`config.mk`:
```
export PLATFORM = sky130hd
export DESIGN_NAME = sram_async_ctrl
export DESIGN_NICKNAME = d
export VERILOG_FILES = /design/src/rtl/sram_ctrl_pkg.sv /design/src/rtl/sram_step_timer.sv /design/src/rtl/sram_seq_fsm.sv /design/src/rtl/sram_lane_path.sv /design/src/rtl/sram_async_ctrl.sv
export SDC_FILE = /design/constraint.sdc
export NUM_CORES = 1
export LEC_CHECK = 0
export BUFFER_PORTS_ARGS = -buffer_cell sky130_fd_sc_hd__buf_2
export CELL_PAD_IN_SITES_DETAIL_PLACEMENT = 1
export CELL_PAD_IN_SITES_GLOBAL_PLACEMENT = 1
export CORE_MARGIN = 2
export CORE_UTILIZATION = 32
export CTS_CLUSTER_DIAMETER = 50
export DETAILED_ROUTE_END_ITERATION = 10
export GPL_ROUTABILITY_DRIVEN = 0
export PLACE_DENSITY = 0.83
export SETUP_SLACK_MARGIN = 0.2
export SYNTH_ARGS = -nofsm -noshare
export SYNTH_HDL_FRONTEND = slang
export SYNTH_SLANG_ARGS = --single-unit
```
`constraint.sdc`:
```
create_clock -name clk -period 2.1 [get_ports clk]
set_input_delay 0.21 -clock clk [delete_from_list [all_inputs] [get_ports clk]]
set_output_delay 0.21 -clock clk [all_outputs]
set_load 0.01 [all_outputs]
```
`src/rtl/sram_ctrl_pkg.sv`:
```
package sram_ctrl_pkg;

  typedef enum logic [2:0] {
    ST_IDLE,
    ST_SETUP,
    ST_SEL,
    ST_RSTB,
    ST_WSTB,
    ST_WHOLD,
    ST_TURN
  } sram_st_e;

  function automatic int cdiv(input int num, input int den);
    return (num + den - 1) / den;
  endfunction

  function automatic int imax(input int a, input int b);
    return (a > b) ? a : b;
  endfunction

  // Read strobe length: access from strobes and from address, whole cycles.
  function automatic int rd_cycles(input int clk_ns, input int t_rc, input int t_aa);
    return imax(1, imax(cdiv(t_rc, clk_ns), cdiv(t_aa, clk_ns)));
  endfunction

  // Write-enable window. Address and lane enables lead by two cycles,
  // chip select by one, data is driven with the falling write enable,
  // and one hold cycle follows the rising edge.
  function automatic int wr_cycles(input int clk_ns, input int t_pwe, input int t_scs,
                                   input int t_aw, input int t_pwb, input int t_sd,
                                   input int t_wc);
    int n;
    n = cdiv(t_pwe, clk_ns);
    n = imax(n, cdiv(t_scs, clk_ns) - 1);
    n = imax(n, cdiv(t_aw, clk_ns) - 2);
    n = imax(n, cdiv(t_pwb, clk_ns) - 2);
    n = imax(n, cdiv(t_sd, clk_ns));
    n = imax(n, cdiv(t_wc, clk_ns) - 3);
    return imax(n, 1);
  endfunction

  function automatic int hz_cycles(input int clk_ns, input int t_hz);
    return imax(1, cdiv(t_hz, clk_ns));
  endfunction

endpackage

```
`src/rtl/sram_step_timer.sv`:
```
module sram_step_timer #(
  parameter int W = 3
) (
  input  logic         clk,
  input  logic         rst,
  input  logic         load,
  input  logic [W-1:0] load_val,
  output logic         done
);

  logic [W-1:0] cnt;

  always_ff @(posedge clk) begin
    if (rst)
      cnt <= '0;
    else if (load)
      cnt <= load_val;
    else if (cnt != '0)
      cnt <= cnt - 1'b1;
  end

  assign done = (cnt == '0);

endmodule

```
`src/rtl/sram_seq_fsm.sv`:
```
module sram_seq_fsm
  import sram_ctrl_pkg::*;
#(
  parameter int RD_CYC = 6,
  parameter int WR_CYC = 4,
  parameter int HZ_CYC = 2,
  parameter int TMR_W  = 3
) (
  input  logic             clk,
  input  logic             rst,
  input  logic             req,
  input  logic             req_wr,
  input  logic             tmr_done,
  output logic             tmr_load,
  output logic [TMR_W-1:0] tmr_val,
  output logic             accept,
  output logic             release_lanes,
  output logic             capture,
  output logic             cs_n,
  output logic             oe_n,
  output logic             we_n,
  output logic             drive,
  output logic             ack
);

  localparam logic [TMR_W-1:0] RD_LOAD = TMR_W'(RD_CYC - 1);
  localparam logic [TMR_W-1:0] WR_LOAD = TMR_W'(WR_CYC - 1);
  localparam logic [TMR_W-1:0] HZ_LOAD = TMR_W'(HZ_CYC - 1);

  sram_st_e st;
  logic     wr_q;

  assign accept        = (st == ST_IDLE) && req && !ack;
  assign capture       = (st == ST_RSTB) && tmr_done;
  assign release_lanes = capture || (st == ST_WHOLD);
  assign tmr_load      = (st == ST_SEL) || capture;
  assign tmr_val       = (st == ST_SEL) ? (wr_q ? WR_LOAD : RD_LOAD) : HZ_LOAD;

  always_ff @(posedge clk) begin
    if (rst) begin
      st    <= ST_IDLE;
      wr_q  <= 1'b0;
      cs_n  <= 1'b1;
      oe_n  <= 1'b1;
      we_n  <= 1'b1;
      drive <= 1'b0;
      ack   <= 1'b0;
    end else begin
      ack <= 1'b0;
      unique case (st)
        ST_IDLE: begin
          if (accept) begin
            wr_q <= req_wr;
            st   <= ST_SETUP;
          end
        end
        ST_SETUP: begin
          cs_n <= 1'b0;
          st   <= ST_SEL;
        end
        ST_SEL: begin
          if (wr_q) begin
            we_n  <= 1'b0;
            drive <= 1'b1;
            st    <= ST_WSTB;
          end else begin
            oe_n <= 1'b0;
            st   <= ST_RSTB;
          end
        end
        ST_RSTB: begin
          if (tmr_done) begin
            oe_n <= 1'b1;
            cs_n <= 1'b1;
            ack  <= 1'b1;
            st   <= ST_TURN;
          end
        end
        ST_WSTB: begin
          if (tmr_done) begin
            we_n <= 1'b1;
            st   <= ST_WHOLD;
          end
        end
        ST_WHOLD: begin
          cs_n  <= 1'b1;
          drive <= 1'b0;
          ack   <= 1'b1;
          st    <= ST_IDLE;
        end
        ST_TURN: begin
          if (tmr_done) st <= ST_IDLE;
        end
        default: st <= ST_IDLE;
      endcase
    end
  end

endmodule

```
`src/rtl/sram_lane_path.sv`:
```
module sram_lane_path #(
  parameter int ADDR_W = 18,
  parameter int LANE_W = 8,
  parameter int LANES  = 2,
  localparam int DATA_W = LANES * LANE_W
) (
  input  logic              clk,
  input  logic              rst,
  input  logic              accept,
  input  logic              release_lanes,
  input  logic              capture,
  input  logic [ADDR_W-1:0] req_addr,
  input  logic [DATA_W-1:0] req_wdata,
  input  logic [LANES-1:0]  req_mask,
  input  logic [DATA_W-1:0] ram_dq_i,
  output logic [ADDR_W-1:0] ram_addr,
  output logic [LANES-1:0]  ram_be_n,
  output logic [DATA_W-1:0] ram_dq_o,
  output logic [DATA_W-1:0] rdata
);

  logic [ADDR_W-1:0] addr_q;

  always_ff @(posedge clk) begin
    if (rst)
      addr_q <= '0;
    else if (accept)
      addr_q <= req_addr;
  end

  assign ram_addr = addr_q;

  for (genvar g = 0; g < LANES; g++) begin : g_lane
    logic              sel_q;
    logic              be_q;
    logic [LANE_W-1:0] wd_q;
    logic [LANE_W-1:0] rd_q;

    always_ff @(posedge clk) begin
      if (rst) begin
        sel_q <= 1'b0;
        be_q  <= 1'b1;
        wd_q  <= '0;
        rd_q  <= '0;
      end else begin
        if (accept) begin
          sel_q <= req_mask[g];
          be_q  <= ~req_mask[g];
          wd_q  <= req_wdata[g*LANE_W +: LANE_W];
        end else if (release_lanes) begin
          be_q  <= 1'b1;
        end
        if (capture)
          rd_q <= sel_q ? ram_dq_i[g*LANE_W +: LANE_W] : '0;
      end
    end

    assign ram_be_n[g]                   = be_q;
    assign ram_dq_o[g*LANE_W +: LANE_W]  = wd_q;
    assign rdata[g*LANE_W +: LANE_W]     = rd_q;
  end

endmodule

```
`src/rtl/sram_async_ctrl.sv`:
```
module sram_async_ctrl
  import sram_ctrl_pkg::*;
#(
  parameter int ADDR_W   = 18,
  parameter int LANE_W   = 8,
  parameter int LANES    = 2,
  parameter int CLK_NS   = 10,
  parameter int T_RC_NS  = 55,
  parameter int T_AA_NS  = 55,
  parameter int T_PWE_NS = 40,
  parameter int T_SCS_NS = 45,
  parameter int T_AW_NS  = 45,
  parameter int T_PWB_NS = 45,
  parameter int T_SD_NS  = 25,
  parameter int T_WC_NS  = 55,
  parameter int T_HZ_NS  = 20,
  localparam int DATA_W  = LANES * LANE_W
) (
  input  logic              clk,
  input  logic              rst,
  input  logic              req,
  input  logic              req_wr,
  input  logic [ADDR_W-1:0] req_addr,
  input  logic [DATA_W-1:0] req_wdata,
  input  logic [LANES-1:0]  req_mask,
  output logic              ack,
  output logic [DATA_W-1:0] rdata,
  output logic [ADDR_W-1:0] ram_addr,
  output logic              ram_cs_n,
  output logic              ram_oe_n,
  output logic              ram_we_n,
  output logic [LANES-1:0]  ram_be_n,
  output logic [DATA_W-1:0] ram_dq_o,
  output logic              ram_dq_oe,
  input  logic [DATA_W-1:0] ram_dq_i
);

  localparam int RD_CYC  = rd_cycles(CLK_NS, T_RC_NS, T_AA_NS);
  localparam int WR_CYC  = wr_cycles(CLK_NS, T_PWE_NS, T_SCS_NS, T_AW_NS,
                                     T_PWB_NS, T_SD_NS, T_WC_NS);
  localparam int HZ_CYC  = hz_cycles(CLK_NS, T_HZ_NS);
  localparam int MAX_CYC = imax(RD_CYC, imax(WR_CYC, HZ_CYC));
  localparam int TMR_W   = imax(1, $clog2(MAX_CYC + 1));

  logic             accept;
  logic             release_lanes;
  logic             capture;
  logic             tmr_load;
  logic             tmr_done;
  logic [TMR_W-1:0] tmr_val;

  sram_seq_fsm #(
    .RD_CYC(RD_CYC),
    .WR_CYC(WR_CYC),
    .HZ_CYC(HZ_CYC),
    .TMR_W (TMR_W)
  ) u_fsm (
    .clk          (clk),
    .rst          (rst),
    .req          (req),
    .req_wr       (req_wr),
    .tmr_done     (tmr_done),
    .tmr_load     (tmr_load),
    .tmr_val      (tmr_val),
    .accept       (accept),
    .release_lanes(release_lanes),
    .capture      (capture),
    .cs_n         (ram_cs_n),
    .oe_n         (ram_oe_n),
    .we_n         (ram_we_n),
    .drive        (ram_dq_oe),
    .ack          (ack)
  );

  sram_step_timer #(
    .W(TMR_W)
  ) u_tmr (
    .clk     (clk),
    .rst     (rst),
    .load    (tmr_load),
    .load_val(tmr_val),
    .done    (tmr_done)
  );

  sram_lane_path #(
    .ADDR_W(ADDR_W),
    .LANE_W(LANE_W),
    .LANES (LANES)
  ) u_lanes (
    .clk          (clk),
    .rst          (rst),
    .accept       (accept),
    .release_lanes(release_lanes),
    .capture      (capture),
    .req_addr     (req_addr),
    .req_wdata    (req_wdata),
    .req_mask     (req_mask),
    .ram_dq_i     (ram_dq_i),
    .ram_addr     (ram_addr),
    .ram_be_n     (ram_be_n),
    .ram_dq_o     (ram_dq_o),
    .rdata        (rdata)
  );

endmodule

```
==> run summary <==
The final worst-path cycle share came out at 79.8%. The hold violation total from the final report came out at 0. Yosys printed 0 warnings. The net count after synthesis is 370.

The violation count after the first detailed-route iteration is 76. The total design power is 3220 uW. For the worst setup path, the data arrival time is 1870 ps. The flow ran to the end, and the final reports show no timing, DRC or antenna violations. The standard cell area after detailed placement is 3150 um2. Final hold analysis gives a worst-case slack of 107 ps. The synthesized design spends more area on one cell type than any other, namely sky130_fd_sc_hd__dfxtp_1.

The I/O pin count came out at 113. The detailed placement HPWL came out at 5170 um. The signal on the critical path passes through or4_1 > buf_12 > nand2_1 > a21oi_1.

The number of core rows came out at 32. The multiplexer share of the synthesized area came out at 0.448%. The number of setup violations in the final report came out at 0.

The overall fraction of global-route tracks in use came out at 17.3%. The area of the core region is 7690 um2. The worst setup path is of the flip-flop to flip-flop kind. The critical path capture point type is a flip-flop. The number of port buffers came out at 112. The number of global-route vias before repair came to 2,469. At the pin with the least slew margin, the transition time is 420 ps. For the worst setup path, the data required time is 2300 ps. The number of pins with negative max-slew slack in the final report is 0. For this design, the slowest cell found on the critical path is sky130_fd_sc_hd__or4_1. The die height came out at 92.7 um. The number of inserted filler cells in the final layout is 982. The leakage power total is 0.00148 uW. The count of flip-flops with a built-in enable after synthesis came out at 0.

The combined area of the multi-input logic cells is 1050 um2. The sequential cell area is 1320 um2. By area, the combinational part of the netlist is dominated by simple AND/OR/NAND/NOR gates. The area overhead of the layout relative to synthesis came out at 32.7%. The final setup TNS came out at 0 ps. The library cell used most frequently in the layout, excluding fill and tap cells, is sky130_fd_sc_hd__buf_2. The cell count after synthesis came out at 312. STA classifies the critical path startpoint as a flip-flop. The detailed-route wire length per cell came out at 13.8 um. The maximum root-to-sink buffer count came out at 2. Grouping stages by cell kind, the critical path spends the most delay in simple AND/OR/NAND/NOR gates. The worst-case IR drop observed on VDD is 0.000351 V. The number of buffers added to fix hold violations after cts came out at 0. The fraction of synthesized cell area in xor and xnor cells came out at 0%. The maximum number of pins on one net before global-route repair came out at 41. The post-synthesis adder-cell area fraction came out at 0.995%. For this run, the slowest stage of the critical path takes 700 ps.

The root buffer cell chosen for the clock tree is sky130_fd_sc_hd__clkbuf_8. The deepest level of the CTS H-tree is 3. The number of sinks on the clock net is 66. The simple-gate area share of the yosys netlist came out at 23.3%. The post-synthesis instance area is 2520 um2. The wire length of the first global-routing pass is 11,800 um. In this run the biggest area consumer among cell types represents 52.5% of the synthesized area. The total via count in the routed design came out at 2,489. The worst clock skew is 11.2 ps. Summing all non-filler instances in the final layout gives an area of 3340 um2. The detailed-router iteration count before antenna repair is 4. Leaving out fill and tap cells, the most frequent cells in the layout are sky130_fd_sc_hd__buf_2 (112), sky130_fd_sc_hd__nand2_1 (94), sky130_fd_sc_hd__dfxtp_1 (66), sky130_fd_sc_hd__a21oi_1 (59), sky130_fd_sc_hd__nand3_1 (18). Sequential cells were found to cover 52.5% of the synthesized design area. The number of antenna violations at the first check in global routing came out at 0. The vias per cell came out at 4.75. The tightest min-delay check is of the primary input to flip-flop type.

The count of inserted antenna diode cells is 0. The largest fanout of any net on the critical path came out at 32. The routed design uses 412 um of met3 wire. The share of synthesized flip-flops with an asynchronous set or reset is 0%. Once detail routing completed, the nets flagged for antenna violations numbered 0. Once the floorplan was initialized, standard cells occupied 32.7% of the core.

The post-cts sizing count is 0. The layout net count came out at 475. In this run, CTS created clock tree buffers numbering 9. The proportion of layout cells with a drive suffix above 1 is 32.2%.

The final wirelength came out at 7230 um. In the post-synthesis netlist, the biggest area contributors are sky130_fd_sc_hd__dfxtp_1 (53%), sky130_fd_sc_hd__nand2_1 (14%), sky130_fd_sc_hd__a21oi_1 (12%), sky130_fd_sc_hd__nand3_1 (3.6%), sky130_fd_sc_hd__clkbuf_1 (1.6%). The upper clock frequency limit came out at 0.597 GHz. The number of violations of the max-capacitance limit came out at 0. The number of buffers and inverters on the critical path is 1. The total congestion overflow came out at 0. The overall die area came out at 8590 um2. The insertion delay of the later-clocked pin in the worst-skew pair came out at 330 ps. The synthesis-stage register bit count came out at 66. Setup repair after global routing left no endpoint under its margin. The routed design uses 3570 um of met2 wire. The synthesized netlist devotes 16.7% of its cell area to compound gates. The count of cell types in the netlist came out at 35.

Clock-pin slew was measured on the worst setup and hold paths at 70 ps. The die is 92.7 um wide. The detailed router put a total of 3180 um of wire on met1. The minimum clock period after layout is 1680 ps.

TritonCTS built the clock tree. For this design the ratio of total power to cell area is 965 nW/um2. The remaining max-slew budget at the tightest pin is 71.7%. For this run, design rule violations remaining after detail routing come to 0.

In this run the top signal layer used is met4. The total setup buffers inserted after CTS came out at 0. In the synthesized netlist the dominant register cell turns out to be sky130_fd_sc_hd__dfxtp_1. The mean area per synthesized cell came out at 8.06 um2.
## where the power goes
group | total, uW | switching [uW] | internal [uW]
Clock | 1020 | 474 | 545
Sequential | 1470 | 89.1 | 1380
Combinational | 739 | 437 | 302
Total | 3220 | 1000 | 2220
## registers in the layout, indices dropped and copies added, names as in the netlist, 2 cells and up
register,cells
u_tmr.cnt,3
u_lanes.g_lane.rd_q,16
u_lanes.g_lane.be_q,2
u_lanes.ram_addr,18
u_lanes.g_lane.sel_q,2
u_lanes.g_lane.wd_q,16
u_fsm.st,3
## tightest hold or removal path: stages
cell and delay [ps]:
sky130_fd_sc_hd__buf_2 90, sky130_fd_sc_hd__nand2_1 50, sky130_fd_sc_hd__a21oi_1 50
## routing by layer
metal,global-route usage [%],vias up
met5,0,-
met2,30.9,70
met3,5.04,10
met4,3.68,0
met1,20.6,1161
li1,-,1248
## Yosys cell counts, types with 2 or more instances
cell type / number
sky130_fd_sc_hd__nand3_1: 18
sky130_fd_sc_hd__buf_4: 3
sky130_fd_sc_hd__dfxtp_1: 66
sky130_fd_sc_hd__nor3_1: 3
sky130_fd_sc_hd__clkbuf_1: 11
sky130_fd_sc_hd__buf_6: 3
sky130_fd_sc_hd__ha_1: 2
sky130_fd_sc_hd__buf_2: 8
sky130_fd_sc_hd__a21oi_1: 59
sky130_fd_sc_hd__o22ai_1: 3
sky130_fd_sc_hd__inv_1: 4
sky130_fd_sc_hd__o21ai_0: 5
sky130_fd_sc_hd__nor2_1: 9
sky130_fd_sc_hd__nand2_1: 94
sky130_fd_sc_hd__nand2b_1: 4
## path summary, 6_finish.rpt
kind                               endpoint  slack (ps)                 start  cells past startpoint
setup / recovery  u_lanes.g_lane[1].wd_q[7]         420           u_fsm.st[1]                      4
hold / removal                   u_fsm.wr_q         110                req_wr                      3
setup reg to reg  u_lanes.g_lane[1].wd_q[7]         420           u_fsm.st[1]                      4
hold reg to reg        u_lanes.ram_addr[11]         450  u_lanes.ram_addr[11]                      2
## area by class of cell
cell class | instances | area share, %
Sequential cell | 66 | 39.6
Multi-Input combinational cell | 217 | 31.5
Timing Repair Buffer | 119 | 19.1
Clock buffer | 11 | 3.93
Tap cell | 102 | 3.82
Clock inverter | 5 | 1.65
Inverter | 4 | 0.450
## through the flow
stage	util (%)	cells	setup slack (ps)
floorplan	-	312	575
global placement	41.0	508	504
detailed placement	41.0	508	448
CTS	43.4	524	441
global route	43.4	524	282
finish	43.4	524	424
## cells by family (layout without fill, tap and decap cells)
group           count (synthesis)  in the layout
buf+inv                        29            139
simple gates                  137            137
fa+ha+maj                       2              2
compound gates                 77             77
flops                          66             66
mux                             1              1
Power figures use the tool's default switching activity.
